==> config.mk <==
export PLATFORM = sky130hd
export DESIGN_NAME = nor_prog_seq
export DESIGN_NICKNAME = d
export VERILOG_FILES = /design/src/rtl/nps_pkg.sv /design/src/rtl/nps_strobe.sv /design/src/rtl/nps_pick.sv /design/src/rtl/nps_timer.sv /design/src/rtl/nor_prog_seq.sv
export SDC_FILE = /design/constraint.sdc
export NUM_CORES = 1
export LEC_CHECK = 0
export BUFFER_PORTS_ARGS = -buffer_cell sky130_fd_sc_hd__buf_2
export CAP_MARGIN = 20
export CORE_MARGIN = 2
export CORE_UTILIZATION = 45
export CTS_CLUSTER_DIAMETER = 50
export DETAILED_ROUTE_END_ITERATION = 8
export PLACE_DENSITY = 0.67
export SLEW_MARGIN = 20
export SYNTH_ARGS = -nofsm -noshare
export SYNTH_HDL_FRONTEND = slang
export SYNTH_SLANG_ARGS = --single-unit
==> constraint.sdc <==
create_clock -name clk -period 3.36 [get_ports clk]
set_input_delay 0.672 -clock clk [delete_from_list [all_inputs] [get_ports clk]]
set_output_delay 0.672 -clock clk [all_outputs]
set_load 0.02 [all_outputs]
==> src/rtl/nps_pkg.sv <==
package nps_pkg;
    typedef enum logic [1:0] {
        OP_PROG   = 2'd0,
        OP_SERASE = 2'd1,
        OP_CERASE = 2'd2,
        OP_RSVD   = 2'd3
    } op_e;

    typedef enum logic [3:0] {
        ST_IDLE,
        ST_UNLK1,
        ST_UNLK2,
        ST_SETUP,
        ST_PGM_WR,
        ST_ERS_UNLK1,
        ST_ERS_UNLK2,
        ST_ERS_GO,
        ST_POLL
    } st_e;

    localparam logic [10:0] ADR_KEY_A  = 11'h555;
    localparam logic [10:0] ADR_KEY_B  = 11'h2AA;
    localparam logic [7:0]  CODE_KEY_A = 8'hAA;
    localparam logic [7:0]  CODE_KEY_B = 8'h55;
    localparam logic [7:0]  CODE_PROG  = 8'hA0;
    localparam logic [7:0]  CODE_ESET  = 8'h80;
    localparam logic [7:0]  CODE_SECT  = 8'h30;
    localparam logic [7:0]  CODE_CHIP  = 8'h10;
    localparam int          POLL_BIT   = 7;
endpackage

==> src/rtl/nps_strobe.sv <==
module nps_strobe #(
    parameter int LOW_CYC  = 6,
    parameter int HIGH_CYC = 6
) (
    input  logic clk,
    input  logic rst_n,
    input  logic req,
    output logic strobe_n,
    output logic phase_end
);
    localparam int TOT = LOW_CYC + HIGH_CYC;
    localparam int CW  = $clog2(TOT + 1);

    logic [CW-1:0] cnt;

    always_ff @(posedge clk or negedge rst_n) begin
        if (!rst_n)                       cnt <= '0;
        else if (!req)                    cnt <= '0;
        else if (cnt == CW'(TOT - 1))     cnt <= '0;
        else                              cnt <= cnt + 1'b1;
    end

    assign strobe_n  = !(req && cnt < CW'(LOW_CYC));
    assign phase_end = req && (cnt == CW'(LOW_CYC - 1) || cnt == CW'(TOT - 1));
endmodule

==> src/rtl/nps_pick.sv <==
module nps_pick #(
    parameter int N = 8,
    localparam int W = $clog2(N)
) (
    input  logic [N-1:0] mask,
    output logic [W-1:0] idx
);
    always_comb begin
        idx = '0;
        for (int i = N - 1; i >= 0; i--) begin
            if (mask[i]) idx = W'(i);
        end
    end
endmodule

==> src/rtl/nps_timer.sv <==
module nps_timer #(
    parameter int CW = 40
) (
    input  logic          clk,
    input  logic          rst_n,
    input  logic          run,
    input  logic [CW-1:0] limit,
    output logic          expired
);
    logic [CW-1:0] cnt;

    always_ff @(posedge clk or negedge rst_n) begin
        if (!rst_n)    cnt <= '0;
        else if (!run) cnt <= '0;
        else if (!expired) cnt <= cnt + 1'b1;
    end

    assign expired = run && (cnt >= limit - 1'b1);
endmodule

==> src/rtl/nor_prog_seq.sv <==
module nor_prog_seq
    import nps_pkg::*;
#(
    parameter int ADDR_W      = 19,
    parameter int DATA_W      = 16,
    parameter int SECT_N      = 8,
    parameter int CLK_MHZ     = 125,
    parameter int PGM_MAX_US  = 300,
    parameter int SEC_MAX_US  = 15_000_000,
    parameter int CHIP_MAX_US = 64_000_000,
    parameter int WE_LOW_CYC  = 6,
    parameter int WE_HIGH_CYC = 6,
    parameter int OE_LOW_CYC  = 12,
    parameter int OE_HIGH_CYC = 2
) (
    input  logic              clk,
    input  logic              rst_n,
    input  logic              cmd_valid,
    input  logic [1:0]        cmd_op,
    input  logic [ADDR_W-1:0] cmd_addr,
    input  logic [DATA_W-1:0] cmd_data,
    input  logic [SECT_N-1:0] cmd_sectors,
    output logic              busy_o,
    output logic              done_o,
    output logic              err_o,
    output logic [ADDR_W-1:0] fl_addr,
    output logic [DATA_W-1:0] fl_wdata,
    output logic              fl_we_n,
    output logic              fl_oe_n,
    output logic              fl_ce_n,
    input  logic [DATA_W-1:0] fl_rdata
);
    localparam int SECT_W = $clog2(SECT_N);
    localparam int SPAN_W = ADDR_W - SECT_W;
    localparam longint unsigned PGM_CYC  = longint'(PGM_MAX_US)  * longint'(CLK_MHZ);
    localparam longint unsigned SEC_CYC  = longint'(SEC_MAX_US)  * longint'(CLK_MHZ);
    localparam longint unsigned CHIP_CYC = longint'(CHIP_MAX_US) * longint'(CLK_MHZ);
    localparam longint unsigned MAX_CYC  =
        (PGM_CYC > SEC_CYC) ? ((PGM_CYC > CHIP_CYC) ? PGM_CYC : CHIP_CYC)
                            : ((SEC_CYC > CHIP_CYC) ? SEC_CYC : CHIP_CYC);
    localparam int CNT_W = $clog2(MAX_CYC + 1);

    st_e               state, nxt;
    op_e               op_q;
    logic [ADDR_W-1:0] addr_q;
    logic [DATA_W-1:0] data_q;
    logic [SECT_N-1:0] pend_q, pend_rest;
    logic [SECT_W-1:0] first_q, cur_sec, cmd_first;
    logic              wr_req, rd_req, wr_end, rd_end, wr_fin, rd_sample;
    logic              tmo, want7, accept, done_d, err_d;
    logic [CNT_W-1:0]  limit;

    assign wr_req    = state inside {ST_UNLK1, ST_UNLK2, ST_SETUP, ST_PGM_WR,
                                     ST_ERS_UNLK1, ST_ERS_UNLK2, ST_ERS_GO};
    assign rd_req    = (state == ST_POLL);
    assign wr_fin    = wr_end && fl_we_n;
    assign rd_sample = rd_end && !fl_oe_n;
    assign pend_rest = pend_q & ~(SECT_N'(1) << cur_sec);
    assign want7     = (op_q == OP_PROG) ? data_q[POLL_BIT] : 1'b1;

    always_comb begin
        unique case (op_q)
            OP_PROG:   limit = CNT_W'(PGM_CYC);
            OP_SERASE: limit = CNT_W'(SEC_CYC);
            default:   limit = CNT_W'(CHIP_CYC);
        endcase
    end

    nps_strobe #(.LOW_CYC(WE_LOW_CYC), .HIGH_CYC(WE_HIGH_CYC)) u_wr (
        .clk(clk), .rst_n(rst_n), .req(wr_req), .strobe_n(fl_we_n), .phase_end(wr_end));
    nps_strobe #(.LOW_CYC(OE_LOW_CYC), .HIGH_CYC(OE_HIGH_CYC)) u_rd (
        .clk(clk), .rst_n(rst_n), .req(rd_req), .strobe_n(fl_oe_n), .phase_end(rd_end));
    nps_pick #(.N(SECT_N)) u_pick_cur (.mask(pend_q),      .idx(cur_sec));
    nps_pick #(.N(SECT_N)) u_pick_cmd (.mask(cmd_sectors), .idx(cmd_first));
    nps_timer #(.CW(CNT_W)) u_tmo (
        .clk(clk), .rst_n(rst_n), .run(rd_req), .limit(limit), .expired(tmo));

    // State register
    always_ff @(posedge clk or negedge rst_n) begin
        if (!rst_n) state <= ST_IDLE;
        else        state <= nxt;
    end

    // Next state
    always_comb begin
        nxt    = state;
        accept = 1'b0;
        done_d = 1'b0;
        err_d  = 1'b0;
        unique case (state)
            ST_IDLE: if (cmd_valid) begin
                if (op_e'(cmd_op) == OP_RSVD ||
                    (op_e'(cmd_op) == OP_SERASE && cmd_sectors == '0)) err_d = 1'b1;
                else begin
                    accept = 1'b1;
                    nxt    = ST_UNLK1;
                end
            end
            ST_UNLK1:     if (wr_fin) nxt = ST_UNLK2;
            ST_UNLK2:     if (wr_fin) nxt = ST_SETUP;
            ST_SETUP:     if (wr_fin) nxt = (op_q == OP_PROG) ? ST_PGM_WR : ST_ERS_UNLK1;
            ST_PGM_WR:    if (wr_fin) nxt = ST_POLL;
            ST_ERS_UNLK1: if (wr_fin) nxt = ST_ERS_UNLK2;
            ST_ERS_UNLK2: if (wr_fin) nxt = ST_ERS_GO;
            ST_ERS_GO:    if (wr_fin && (op_q == OP_CERASE || pend_rest == '0)) nxt = ST_POLL;
            ST_POLL: begin
                if (rd_sample && fl_rdata[POLL_BIT] == want7) begin
                    nxt    = ST_IDLE;
                    done_d = 1'b1;
                end else if (tmo) begin
                    nxt   = ST_IDLE;
                    err_d = 1'b1;
                end
            end
            default: nxt = ST_IDLE;
        endcase
    end

    // Registered command context and result pulses
    always_ff @(posedge clk or negedge rst_n) begin
        if (!rst_n) begin
            op_q    <= OP_PROG;
            addr_q  <= '0;
            data_q  <= '0;
            pend_q  <= '0;
            first_q <= '0;
            done_o  <= 1'b0;
            err_o   <= 1'b0;
        end else begin
            done_o <= done_d;
            err_o  <= err_d;
            if (accept) begin
                op_q    <= op_e'(cmd_op);
                addr_q  <= cmd_addr;
                data_q  <= cmd_data;
                pend_q  <= cmd_sectors;
                first_q <= cmd_first;
            end else if (state == ST_ERS_GO && wr_fin) begin
                pend_q <= pend_rest;
            end
        end
    end

    // Bus outputs
    always_comb begin
        fl_addr  = '0;
        fl_wdata = '0;
        unique case (state)
            ST_UNLK1, ST_ERS_UNLK1: begin
                fl_addr  = ADDR_W'(ADR_KEY_A);
                fl_wdata = DATA_W'(CODE_KEY_A);
            end
            ST_UNLK2, ST_ERS_UNLK2: begin
                fl_addr  = ADDR_W'(ADR_KEY_B);
                fl_wdata = DATA_W'(CODE_KEY_B);
            end
            ST_SETUP: begin
                fl_addr  = ADDR_W'(ADR_KEY_A);
                fl_wdata = DATA_W'((op_q == OP_PROG) ? CODE_PROG : CODE_ESET);
            end
            ST_PGM_WR: begin
                fl_addr  = addr_q;
                fl_wdata = data_q;
            end
            ST_ERS_GO: begin
                if (op_q == OP_CERASE) begin
                    fl_addr  = ADDR_W'(ADR_KEY_A);
                    fl_wdata = DATA_W'(CODE_CHIP);
                end else begin
                    fl_addr  = {cur_sec, {SPAN_W{1'b0}}};
                    fl_wdata = DATA_W'(CODE_SECT);
                end
            end
            ST_POLL: begin
                if (op_q == OP_PROG)        fl_addr = addr_q;
                else if (op_q == OP_SERASE) fl_addr = {first_q, {SPAN_W{1'b0}}};
            end
            default: ;
        endcase
    end

    assign fl_ce_n = !(wr_req || rd_req);
    assign busy_o  = (state != ST_IDLE);
endmodule

==> run summary, run 1 <==
The clock drives 95 sinks. Entering global routing, the biggest net connects 96 pins. The area share of and/or/nand/nor cells after synthesis came out at 0.226. After synthesis, the netlist uses 70 different library cells. Global routing finished with a remaining overflow of 0. Most frequent cell after synthesis: sky130_fd_sc_hd__dfrtp_1. TritonCTS built the clock tree. The number of cells produced by synthesis is 596, and the number of failing hold endpoints at the final stage is 0. After detailed routing, the average wire length per cell comes to 15.5 microns. The total count of max-transition violations in the final report is 0, and the count of hold-fix buffers inserted at cts is 0.

From left edge to right edge, the die measures 116 microns. The warning count from the yosys run was 0; the slew at the pin with the worst max-slew slack was 617 ps. In this run the power density over the cells is 737 nW/um^2.

Once layout is complete, the cells apart from fillers number 866. The clock edge transition at the registers on the reported setup and hold paths is 70 ps, and the die extent in y is 116 microns. TritonCTS buffer count: 9. The run gives 22,700 microns as the first-pass GRT wire length.

Element type at the critical path start: a flip-flop. The post-synth net total is 688. After layout, the design draws a total of 4930 uW.

The largest vdd supply drop is 0.560 mV. The xor/xnor share of the synthesized area is 0.00924, and the number of design-rule violations left by the first detailed-router iteration is 209. Including well taps, the total number of placed cells is 850. The sequential fraction of the synthesis area was 0.418; the synthesized flop and latch total was 95. The detail route stage leaves a number of antenna-violating nets equal to 0. The maximum fanout count along the critical path works out to 10. The share of the synthesized area in the top cell type was 0.418. After synthesis, the cell types taking the most area are sky130_fd_sc_hd__dfrtp_1 (42%), sky130_fd_sc_hd__mux2_2 (6.3%), sky130_fd_sc_hd__ha_1 (6.2%).

The global routing usage summed across all routing layers came out at 0.210. Among all flip-flop cells after synthesis, the most frequent one is sky130_fd_sc_hd__dfrtp_1. The share of the clock period used by the worst path after layout works out to 0.899. After the last flow step, the layout net total stands at 781. The cell area that synthesis handed to floorplanning was 5690 sq um. At the worst endpoint, the required time is 3630 ps. Once the clock tree was built, the setup fixing pass inserted 0 buffers. The mux share of post-synthesis cell area is 0.0686. The post-synthesis share of cell area spent on full adders, half adders and majority gates is 0.0634, and the compound-cell area share of the yosys netlist is 0.175.

For this run, the detailed router's first-pass iteration total came to 4. The worst hold path belongs to the class in -> async. The final route contains 4,907 vias. For this run, design rule violations remaining after detail routing come to 0. The worst path meets setup with 338 ps of slack. The root cell of the clock tree is sky130_fd_sc_hd__clkbuf_16. The floorplan has 41 rows. Counting along the longest clock path gives a buffer depth of 2. After detailed placement, the total cell area comes to 6390 sq um.

The tools report the routability congestion estimate as 0.805. Using the TritonRoute via totals, the vias-per-cell ratio works out to 5.67. The share of synthesized registers carrying an async set or reset came out at 1.00. The sum of negative setup slack came out at 0 ps.

Of all cell types, the one taking the most synthesized area is sky130_fd_sc_hd__dfrtp_1. Across the run, the number of max-cap violations was 0. Setup repair after global routing left no endpoint under its margin.

Sorting the synthesized cells by how often they occur yields sky130_fd_sc_hd__dfrtp_1 (95), sky130_fd_sc_hd__nand2_1 (61), sky130_fd_sc_hd__a21oi_1 (59). The count of buffers added on input and output ports is 89. Worst slew margin relative to its limit: 0.588. The die covers 13,600 sq um. The initial antenna violation count is 0. The relative area change from synthesis to final layout is 17.4%, and the initial standard-cell utilization of the core is 0.456. The insertion delay of the later-clocked pin in the worst-skew pair was 350 ps; the wire length reported by the detailed router was 13,400 microns. Antenna diode count: 0. The core region is 12,500 sq um. The combinational family with the most area after synthesis was simple AND/OR/NAND/NOR gates. The count of boundary I/O pins is 105.

The logs give 0.00305 uW for the leakage power figure and 0 for the number of gates given a new drive strength after cts. Derived from the worst setup path, the maximum achievable clock frequency is 331 MHz. The final period demand of the worst path is 3020 ps. Setup violations remaining at the end of the flow were counted as 0. For the worst setup path, the data arrival time is 3300 ps. Proportion of layout cells with a drive suffix above 1: 0.262. The flow ran to the end, and the final reports show no timing, DRC or antenna violations. STA classifies the critical path endpoint as a flip-flop. The half-perimeter wire length after placement is 9610 microns, and the number of flops mapped to enable cells by yosys is 0. The worst setup path is of the reg -> reg kind.

The H-tree depth is 3, and the pre-CTS worst setup slack is 377 ps. For the final database, setup skew stands at 9.81 ps. The final design instance area without fill is 6680 sq um, and the via count of the first global-routing pass is 4,810.

A synthesized cell averages 9.54 sq um.
state kept, by name, summed over array words and instances (netlist names):
name       flops
addr_q        19
data_q        16
done_o         1
err_o          1
first_q        3
op_q           2
pend_q         8
state          4
u_rd.cnt       4
u_tmo.cnt     33
u_wr.cnt       4
where the power goes:
group / internal (uW) / total [uW] / switching [uW]
clock network: 547 / 1000 / 458
registers: 1470 / 1730 / 264
logic: 906 / 2190 / 1280
logic make-up after synthesis:
kind of cell / count (synthesis)
buffers and inverters: 49
AND/OR/NAND/NOR: 227
adder cells (fa/ha/maj): 29
flip-flops: 95
multiplexers: 35
XOR/XNOR: 6
AO/OA/AOI/OAI: 154
other: 1
worst max-delay path, stage by stage (launching register included):
cell	delay, ps
sky130_fd_sc_hd__dfrtp_1	450
sky130_fd_sc_hd__inv_1	80
sky130_fd_sc_hd__buf_4	190
sky130_fd_sc_hd__ha_1	320
sky130_fd_sc_hd__a2111oi_0	420
sky130_fd_sc_hd__nor3_1	150
sky130_fd_sc_hd__o31ai_4	290
sky130_fd_sc_hd__o2111ai_2	200
sky130_fd_sc_hd__buf_4	210
sky130_fd_sc_hd__or4_1	480
sky130_fd_sc_hd__a21oi_1	150
final cells by class:
class,count,area [sq um]
fillers,1146,5790
multi-input cells,452,3090
flip-flops and latches,95,2380
repair buffers,114,648
clock buffers,11,253
well taps,172,215
inverters,17,63.8
clock inverters,5,37.5
cell usage in the layout, fill, tap and decap left out, types with 6 or more instances in the layout:
master	count
sky130_fd_sc_hd__clkbuf_16	9
sky130_fd_sc_hd__nor4_1	8
sky130_fd_sc_hd__o31ai_1	15
sky130_fd_sc_hd__inv_1	17
sky130_fd_sc_hd__a21oi_1	59
sky130_fd_sc_hd__buf_4	25
sky130_fd_sc_hd__o21ai_0	30
sky130_fd_sc_hd__nand3_1	13
sky130_fd_sc_hd__buf_2	88
sky130_fd_sc_hd__dfrtp_1	95
sky130_fd_sc_hd__ha_1	28
sky130_fd_sc_hd__a21o_1	9
sky130_fd_sc_hd__or4_1	14
sky130_fd_sc_hd__nor2_1	28
sky130_fd_sc_hd__and2_1	15
sky130_fd_sc_hd__nand2b_1	6
sky130_fd_sc_hd__or3_1	15
sky130_fd_sc_hd__nor3_1	18
sky130_fd_sc_hd__nand4_1	12
sky130_fd_sc_hd__o21a_1	8
sky130_fd_sc_hd__mux2_2	32
sky130_fd_sc_hd__nand2_1	61
stage by stage:
step | utilization | hold WS (ps)
3_5_place_dp | 0.513 | 472
6_report | 0.536 | 324
5_1_grt | 0.536 | 419
2_1_floorplan | - | 376
4_1_cts | 0.536 | 391
3_3_place_gp | 0.513 | 454
path summary, 6_finish.rpt:
| path | startpoint | end | slack [ps] | depth (start not counted) |
|---|---|---|---|---|
| max | op_q[1] | u_tmo.cnt[23] | 340 | 10 |
| min | rst_n | u_tmo.cnt[19] | 320 | 2 |
| max reg2reg | op_q[1] | u_tmo.cnt[23] | 340 | 10 |
| min reg2reg | first_q[1] | first_q[1] | 480 | 2 |
| max in group asynchronous | rst_n | u_tmo.cnt[16] | 2580 | 2 |
| min in group clk | first_q[1] | first_q[1] | 480 | 2 |
layer usage:
metal,GRT usage,share of wire
met1,0.270,0.44
met2,0.364,0.50
met4,0.0651,0.011
met3,0.0343,0.045
met5,0,0
(Power assumes the default switching activity.)
==> run 2, diff against run 1 <==
--- a/config.mk
+++ b/config.mk
@@ -5,13 +5,16 @@
 export SDC_FILE = /design/constraint.sdc
 export NUM_CORES = 1
 export LEC_CHECK = 0
+export ABC_AREA = 1
 export BUFFER_PORTS_ARGS = -buffer_cell sky130_fd_sc_hd__buf_2
 export CAP_MARGIN = 20
+export CELL_PAD_IN_SITES_DETAIL_PLACEMENT = 0
+export CELL_PAD_IN_SITES_GLOBAL_PLACEMENT = 2
 export CORE_MARGIN = 2
-export CORE_UTILIZATION = 45
+export CORE_UTILIZATION = 32
 export CTS_CLUSTER_DIAMETER = 50
 export DETAILED_ROUTE_END_ITERATION = 8
-export PLACE_DENSITY = 0.67
+export PLACE_DENSITY_LB_ADDON = 0.1
 export SLEW_MARGIN = 20
 export SYNTH_ARGS = -nofsm -noshare
 export SYNTH_HDL_FRONTEND = slang
==> run summary, run 2 <==
Data on the critical path arrives at its endpoint at 2330 ps. Sorting the synthesized cells by how often they occur yields sky130_fd_sc_hd__nand2_1 (295), sky130_fd_sc_hd__nor2_1 (100), sky130_fd_sc_hd__dfrtp_1 (95). The share of the clock period used by the worst path after layout was 0.894; the core area was 18,700 sq um.

The largest registers in the layout are u_tmo.cnt x33, addr_q x19, data_q x16. In this run the tool buffered the top-level ports with 89 buffer cells. The setup path with the least slack is of type reg -> out. The number of design rule violations left after detail routing came out at 0. The routability congestion estimate was 0.819; the global routing usage summed across all routing layers was 0.192.

The tools report the total via count after detailed routing as 5,832. Setup repair after global routing left no endpoint under its margin. The clock passes through at most 2 buffers. Clock tree synthesis selected as its root buffer the cell sky130_fd_sc_hd__clkbuf_16.

Flip-flop count of the largest register after layout: 33. The count of nets left with antenna violations once routing finished came out at 0. The post-route worst hold slack is 437 ps. Once the clock tree was built, the setup fixing pass inserted 0 buffers. The tools report the element type at the critical path start as a flip-flop. Across the routed clock network, the largest skew measured is 8.74 ps. The run gives 0.447 as the share of total power in combinational logic. The tools report the post-synth net total as 956. The run finished with clean final reports. Of all cell types, the one taking the most synthesized area is sky130_fd_sc_hd__dfrtp_1. Once layout is complete, the cells apart from fillers number 1,198.

Most frequent cell after synthesis: sky130_fd_sc_hd__nand2_1. More flip-flops sit in one register than any other, and that register is u_tmo.cnt. At the pin with the least slew margin, the transition time is 884 ps. The largest vdd supply drop was 0.506 mV. The power density over the cells was 674 nW/um^2; the proportion of power drawn by the clock network was 0.207. Sorting the synthesized cells by area gives the leading types as sky130_fd_sc_hd__dfrtp_1 (39%), sky130_fd_sc_hd__nand2_1 (18%), sky130_fd_sc_hd__nor2_1 (6.1%).

The share of synthesized registers carrying an async set or reset was 1.00; the initial antenna violation count was 3. TritonCTS built the clock tree. The via count of the first global-routing pass is 5,869. The clock reaches the later pin of the worst-skew pair after 360 ps.

The tools report the first-pass detailed-route iteration total as 5. The tightest min-delay check is of the in -> async type. The floorplan has 50 rows. The final period demand of the worst path was 3000 ps; the initial standard-cell utilization of the core was 0.326.

Entering global routing, the biggest net connects 63 pins. The share of the synthesized area in the top cell type works out to 0.389. The run gives 0.411 as the worst slew margin relative to its limit. Derived from the worst setup path, the maximum achievable clock frequency is 333 MHz.

The number of cells produced by synthesis is 864. The most common library cell in the layout ignoring fill and taps was sky130_fd_sc_hd__nand2_1. For the sequential fraction of the synthesis area, the log shows 0.389. Counting tap cells, the placed design contains a total of 1,180 instances. The net switching power is 2150 uW. The average wire per standard cell was 15.4 microns; the TritonCTS buffer count was 9. Counting the fill cells in the layout gives 1,996. The total count of max-transition violations in the final report was 0; the total number of nets in the final design was 1,049.

Mean area per synthesized cell: 7.07 sq um. The aggregate global routing overflow is 0. Summed over all layers, the routed wires come to 18,400 microns. The run gives 0 as the count of maximum capacitance violations. The proportion of layout cells with a drive suffix above 1 works out to 0.150. The run gives 3250 sq um as the area of the multi-input gates. After clock tree synthesis, the repair step resized 0 gates. The net switching fraction of the power works out to 0.448.

The sort of element at the end of the critical path is an output port. The die is 142 microns tall. Counting flops with a built-in enable in the synthesized netlist gives 0. Yosys mapped the design onto 49 distinct sky130hd cell types. Internal power comes to 2650 uW. Summing every instance area after synthesis gives 6110 sq um. After legalization and detailed placement, the total HPWL measured 13,900 microns. The H-tree was split into 3 levels.

The sequential power share is 0.346. The commonest register cell after synthesis is sky130_fd_sc_hd__dfrtp_1. The synthesized flop and latch total was 95; the critical path required time was 2690 ps. The first-pass GRT wire length came out at 30,300 microns.

The tools report the area occupied by registers as 2380 sq um. For this design the static power due to leakage is 0.00360 uW. Clock edge transition at the registers on the reported setup and hold paths: 70 ps. The detailed router finished its first iteration with 244 violations. Setup violations remaining at the end of the flow were counted as 0. The count of boundary I/O pins is 105. The maximum fanout count along the critical path came out at 17.

The area growth from synthesis to layout is 16.6%. Warning count from the yosys run: 0. The library cells used most frequently in the layout, excluding fill and tap cells, are sky130_fd_sc_hd__nand2_1 (295), sky130_fd_sc_hd__nor2_1 (100), sky130_fd_sc_hd__dfrtp_1 (95). The number of failing hold endpoints at the final stage is 0. The floorplan step defined a die boundary enclosing 20,200 sq um. For this design, the CTS-stage hold fixing added 0 buffers. Clock tree synthesis found a total of 95 sinks. After detailed routing, the number of vias per cell comes to 4.87. The overall die width came out at 142 microns. Adding up every negative setup slack in the final design gives 0 ps.
-- run 2: cell count changes after synthesis, sizes merged, moves of 8 or more --
cell	previous run	this run
nand2	62	299
or4	15	0
nand4	14	38
o21a	8	0
nand3	13	45
nor2	29	107
inv	17	96
o21ai	32	42
o31ai	16	6
and2	16	0
or3	16	0
a21oi	59	27
clkbuf	22	4
mux2	32	0
-- run 2: cells by family after synthesis --
group	after synthesis	share of synthesized area
compound gates	91	0.0871
xor+xnor	12	0.0172
fa+ha+maj	28	0.0574
buf+inv	117	0.0781
flops	95	0.389
other cells	1	0.000614
simple gates	520	0.370
-- run 2: area by class of cell --
| type | count | area share |
|---|---|---|
| Clock inverter | 6 | 0.00615 |
| Tap cell | 234 | 0.0411 |
| Inverter | 98 | 0.0520 |
| Clock buffer | 10 | 0.0322 |
| Multi-Input combinational cell | 652 | 0.457 |
| Timing Repair Buffer | 101 | 0.0773 |
| Sequential cell | 95 | 0.334 |
| Antenna cell | 2 | 0.000703 |
-- run 2: worst paths after layout --
check / startpoint / endpoint / slack, ps / depth (start not counted)
min: rst_n / u_tmo.cnt[3] / 440 / 1
min reg2reg: data_q[5] / data_q[5] / 480 / 2
max reg2reg: op_q[1] / u_tmo.cnt[7] / 570 / 13
max: state[0] / fl_addr[18] / 360 / 9
min in group clk: data_q[5] / data_q[5] / 480 / 2
max in group asynchronous: rst_n / data_q[2] / 2120 / 2
-- run 2: worst max-delay path, cell delays in order (launching register included) --
cell	delay [ps]
sky130_fd_sc_hd__dfrtp_1	430
sky130_fd_sc_hd__nor2_2	190
sky130_fd_sc_hd__nand2_2	140
sky130_fd_sc_hd__nor2_8	120
sky130_fd_sc_hd__inv_4	120
sky130_fd_sc_hd__o21ai_2	380
sky130_fd_sc_hd__buf_4	240
sky130_fd_sc_hd__nand2_1	60
sky130_fd_sc_hd__o211ai_1	80
sky130_fd_sc_hd__buf_2	200
-- run 2: stage by stage --
step	power, uW	setup slack, ps	util	area (sq um)
finish	4800	355	0.381	7120
global route	5210	172	0.380	7120
CTS	4880	314	0.380	7120
detailed placement	3840	543	0.366	6840
global placement	3820	524	0.366	6840
floorplan	3150	852	-	6110
-- run 2: power groups by stage --
stage / sequential, uW / clock [uW] / combinational, uW
after floorplan: 1630 / 0 / 1510
after global placement: 1680 / 0 / 2150
after detailed placement: 1680 / 0 / 2160
after CTS: 1660 / 1040 / 2170
after global routing: 1710 / 1070 / 2430
final: 1660 / 993 / 2140
-- run 2: layer usage --
layer  track usage  vias to the layer above  share of wire
li1              -                     2992              -
met1         0.240                     2712           0.47
met2         0.326                      103           0.47
met3        0.0458                       23          0.046
met4        0.0600                        2          0.017
met5             0                        -        0.00087
==> run 3, diff against run 2 <==
--- a/config.mk
+++ b/config.mk
@@ -11,7 +11,7 @@
 export CELL_PAD_IN_SITES_DETAIL_PLACEMENT = 0
 export CELL_PAD_IN_SITES_GLOBAL_PLACEMENT = 2
 export CORE_MARGIN = 2
-export CORE_UTILIZATION = 32
+export CORE_UTILIZATION = 30
 export CTS_CLUSTER_DIAMETER = 50
 export DETAILED_ROUTE_END_ITERATION = 8
 export PLACE_DENSITY_LB_ADDON = 0.1
==> run summary, run 3 (same netlist as run 2, synthesis figures left out) <==
The run gives 0 as the total count of max-transition violations in the final report. Element type at the critical path start: a flip-flop. After detailed routing, the average wire length per cell comes to 15.5 microns. The largest registers in the layout are u_tmo.cnt x33, addr_q x19, data_q x16. The run finished with clean final reports.

The root buffer cell chosen for the clock tree is sky130_fd_sc_hd__clkbuf_16. The overall die width is 147 microns, and the post-route clock skew is 11.3 ps. The routability congestion estimate is 0.791.

The proportion of layout cells with a drive suffix above 1 is 0.149, and the worst slew margin relative to its limit is 0.449. The die covers 21,500 sq um. The largest vdd supply drop is 0.342 mV, and the number of setup violations in the final report is 0.

The maximum number of pins on one net before global-route repair was 68; the number of design-rule violations left by the first detailed-router iteration was 293. The kind of critical path was reg -> out. At the pin with the least slew margin, the transition time is 826 ps. The power density over the cells came out at 689 nW/um^2. The insertion delay of the later-clocked pin in the worst-skew pair was 360 ps; the maximum buffer depth of the clock tree was 2. For the post-CTS setup buffer count, the log shows 0. The endpoint identified for the worst register-to-register timing path is u_tmo.cnt[13]. Reg-to-reg setup timing slack: 530 ps. The initial antenna violation count is 3, and the clock edge transition at the registers on the reported setup and hold paths is 70 ps. The sum of negative setup slack was 0 ps. For the worst flop-to-flop path, the logic depth is 12. In the layout the commonest cells are sky130_fd_sc_hd__nand2_1 (295), sky130_fd_sc_hd__nor2_1 (100), sky130_fd_sc_hd__dfrtp_1 (95). The count of port buffers added during placement came out at 89.

TritonCTS built the clock tree. The count of nets left with antenna violations after detail routing was 0; the via count of the first global-routing pass was 5,856. For the top achievable clock speed, the log shows 345 MHz. The tools report the H-tree depth as 3. In the final design database the tool counted 1,048 nets.

The number of clock buffers added by TritonCTS is 9. The number of vias per cell was 4.68; the first-pass detailed-route iteration total was 4. The logs give 19,100 microns for the wire length reported by the detailed router and 0 for the number of failing hold endpoints at the final stage.

Along the worst path, the maximum fanout reaches 17. Subtracting the final worst setup slack from the clock period gives 2900 ps. The share of the clock period used by the worst path after layout is 0.863.

The initial standard-cell utilization of the core was 0.304; the die extent in y was 147 microns. For the worst setup path, the data arrival time is 2230 ps. For the core area, the log shows 20,100 sq um. The global routing usage summed across all routing layers was 0.186. The first global-routing pass estimated 31,400 microns of wire. The logs give 95 for the clock sink count and 2690 ps for the critical path required time.

Max-cap violations in this run came to 0. The half-perimeter wire length after placement was 14,400 microns. The tools report the placement-stage cell area as 6890 sq um. The finished cells cover 7230 sq um. Relative area change from synthesis to final layout: 18.3%. The worst setup path is captured at an output port. After global routing the overflow that remains totals 0.

The library cell used most frequently in the layout, excluding fill and tap cells, is sky130_fd_sc_hd__nand2_1. Counting flops per register, the top entry is u_tmo.cnt. The number of design rule violations left after detail routing was 0; the total via count after detailed routing was 5,764.

The initialized floorplan defines 52 standard-cell rows. Pin placement for this block handled 105 I/O pins. In this run the critical register-to-register path is launched from op_q[1]. The register with the most flip-flops in the layout has 33 of them.

The analysis attributes to cell leakage a power of 0.00362 uW. Setup repair after global routing left no endpoint under its margin. The kind of path behind the tightest hold check is in -> async.
-- run 3: worst max path at each step --
stage / start / to / cells after the start
final: state[0] / fl_addr[13] / 8
after global routing: op_q[1] / u_tmo.cnt[13] / 11
after CTS: state[0] / fl_addr[15] / 8
after detailed placement: op_q[1] / u_tmo.cnt[11] / 11
after global placement: op_q[1] / u_tmo.cnt[13] / 10
after floorplan: op_q[1] / u_tmo.cnt[6] / 14
-- run 3: layout make-up --
cell class                      count  area [sq um]
Antenna cell                        2          5.00
Clock buffer                       10           239
Clock inverter                      5          81.3
Fill cell                        2219         12900
Inverter                           98           370
Multi-Input combinational cell    652          3260
Sequential cell                    95          2380
Tap cell                          270           338
Timing Repair Buffer              100           556
-- run 3: where the power goes --
| part | total, uW | internal (uW) | switching, uW |
|---|---|---|---|
| clock network | 1160 | 671 | 485 |
| logic | 2150 | 699 | 1450 |
| registers | 1670 | 1450 | 215 |
| total | 4980 | 2820 | 2150 |
-- run 3: through the flow --
stage | total power, uW | hold WS, ps | utilization | instances | worst slack [ps]
after floorplan | 3150 | 376 | - | 864 | 852
after global placement | 3890 | 463 | 0.343 | 1215 | 529
after CTS | 5060 | 261 | 0.359 | 1230 | 162
after global routing | 5420 | 277 | 0.359 | 1231 | 149
final | 4980 | 245 | 0.359 | 1232 | 460
after detailed placement | 3880 | 466 | 0.343 | 1215 | 516
-- run 3: worst max-delay path, stage by stage, from the launching register on --
cell	delay (ps)
sky130_fd_sc_hd__dfrtp_1	430
sky130_fd_sc_hd__nor2_2	190
sky130_fd_sc_hd__nand2_2	140
sky130_fd_sc_hd__nor2_8	120
sky130_fd_sc_hd__inv_4	130
sky130_fd_sc_hd__o21ai_4	390
sky130_fd_sc_hd__inv_1	170
sky130_fd_sc_hd__nor2_1	110
sky130_fd_sc_hd__buf_2	170
-- run 3: layer usage --
metal | track usage | up-vias | part of all wire
met5 | 0 | - | 0
met4 | 0.0461 | 0 | 0.011
met3 | 0.0475 | 12 | 0.055
met2 | 0.314 | 95 | 0.47
met1 | 0.238 | 2665 | 0.46
li1 | - | 2992 | -
-- run 3: repair_timing --
| action | CTS | global route |
|---|---|---|
| hold buffers | 0 | 0 |
| gates resized for setup | 0 | 1 |
| setup endpoints to repair | 0 | 1 |
| hold endpoints to repair | 0 | 0 |
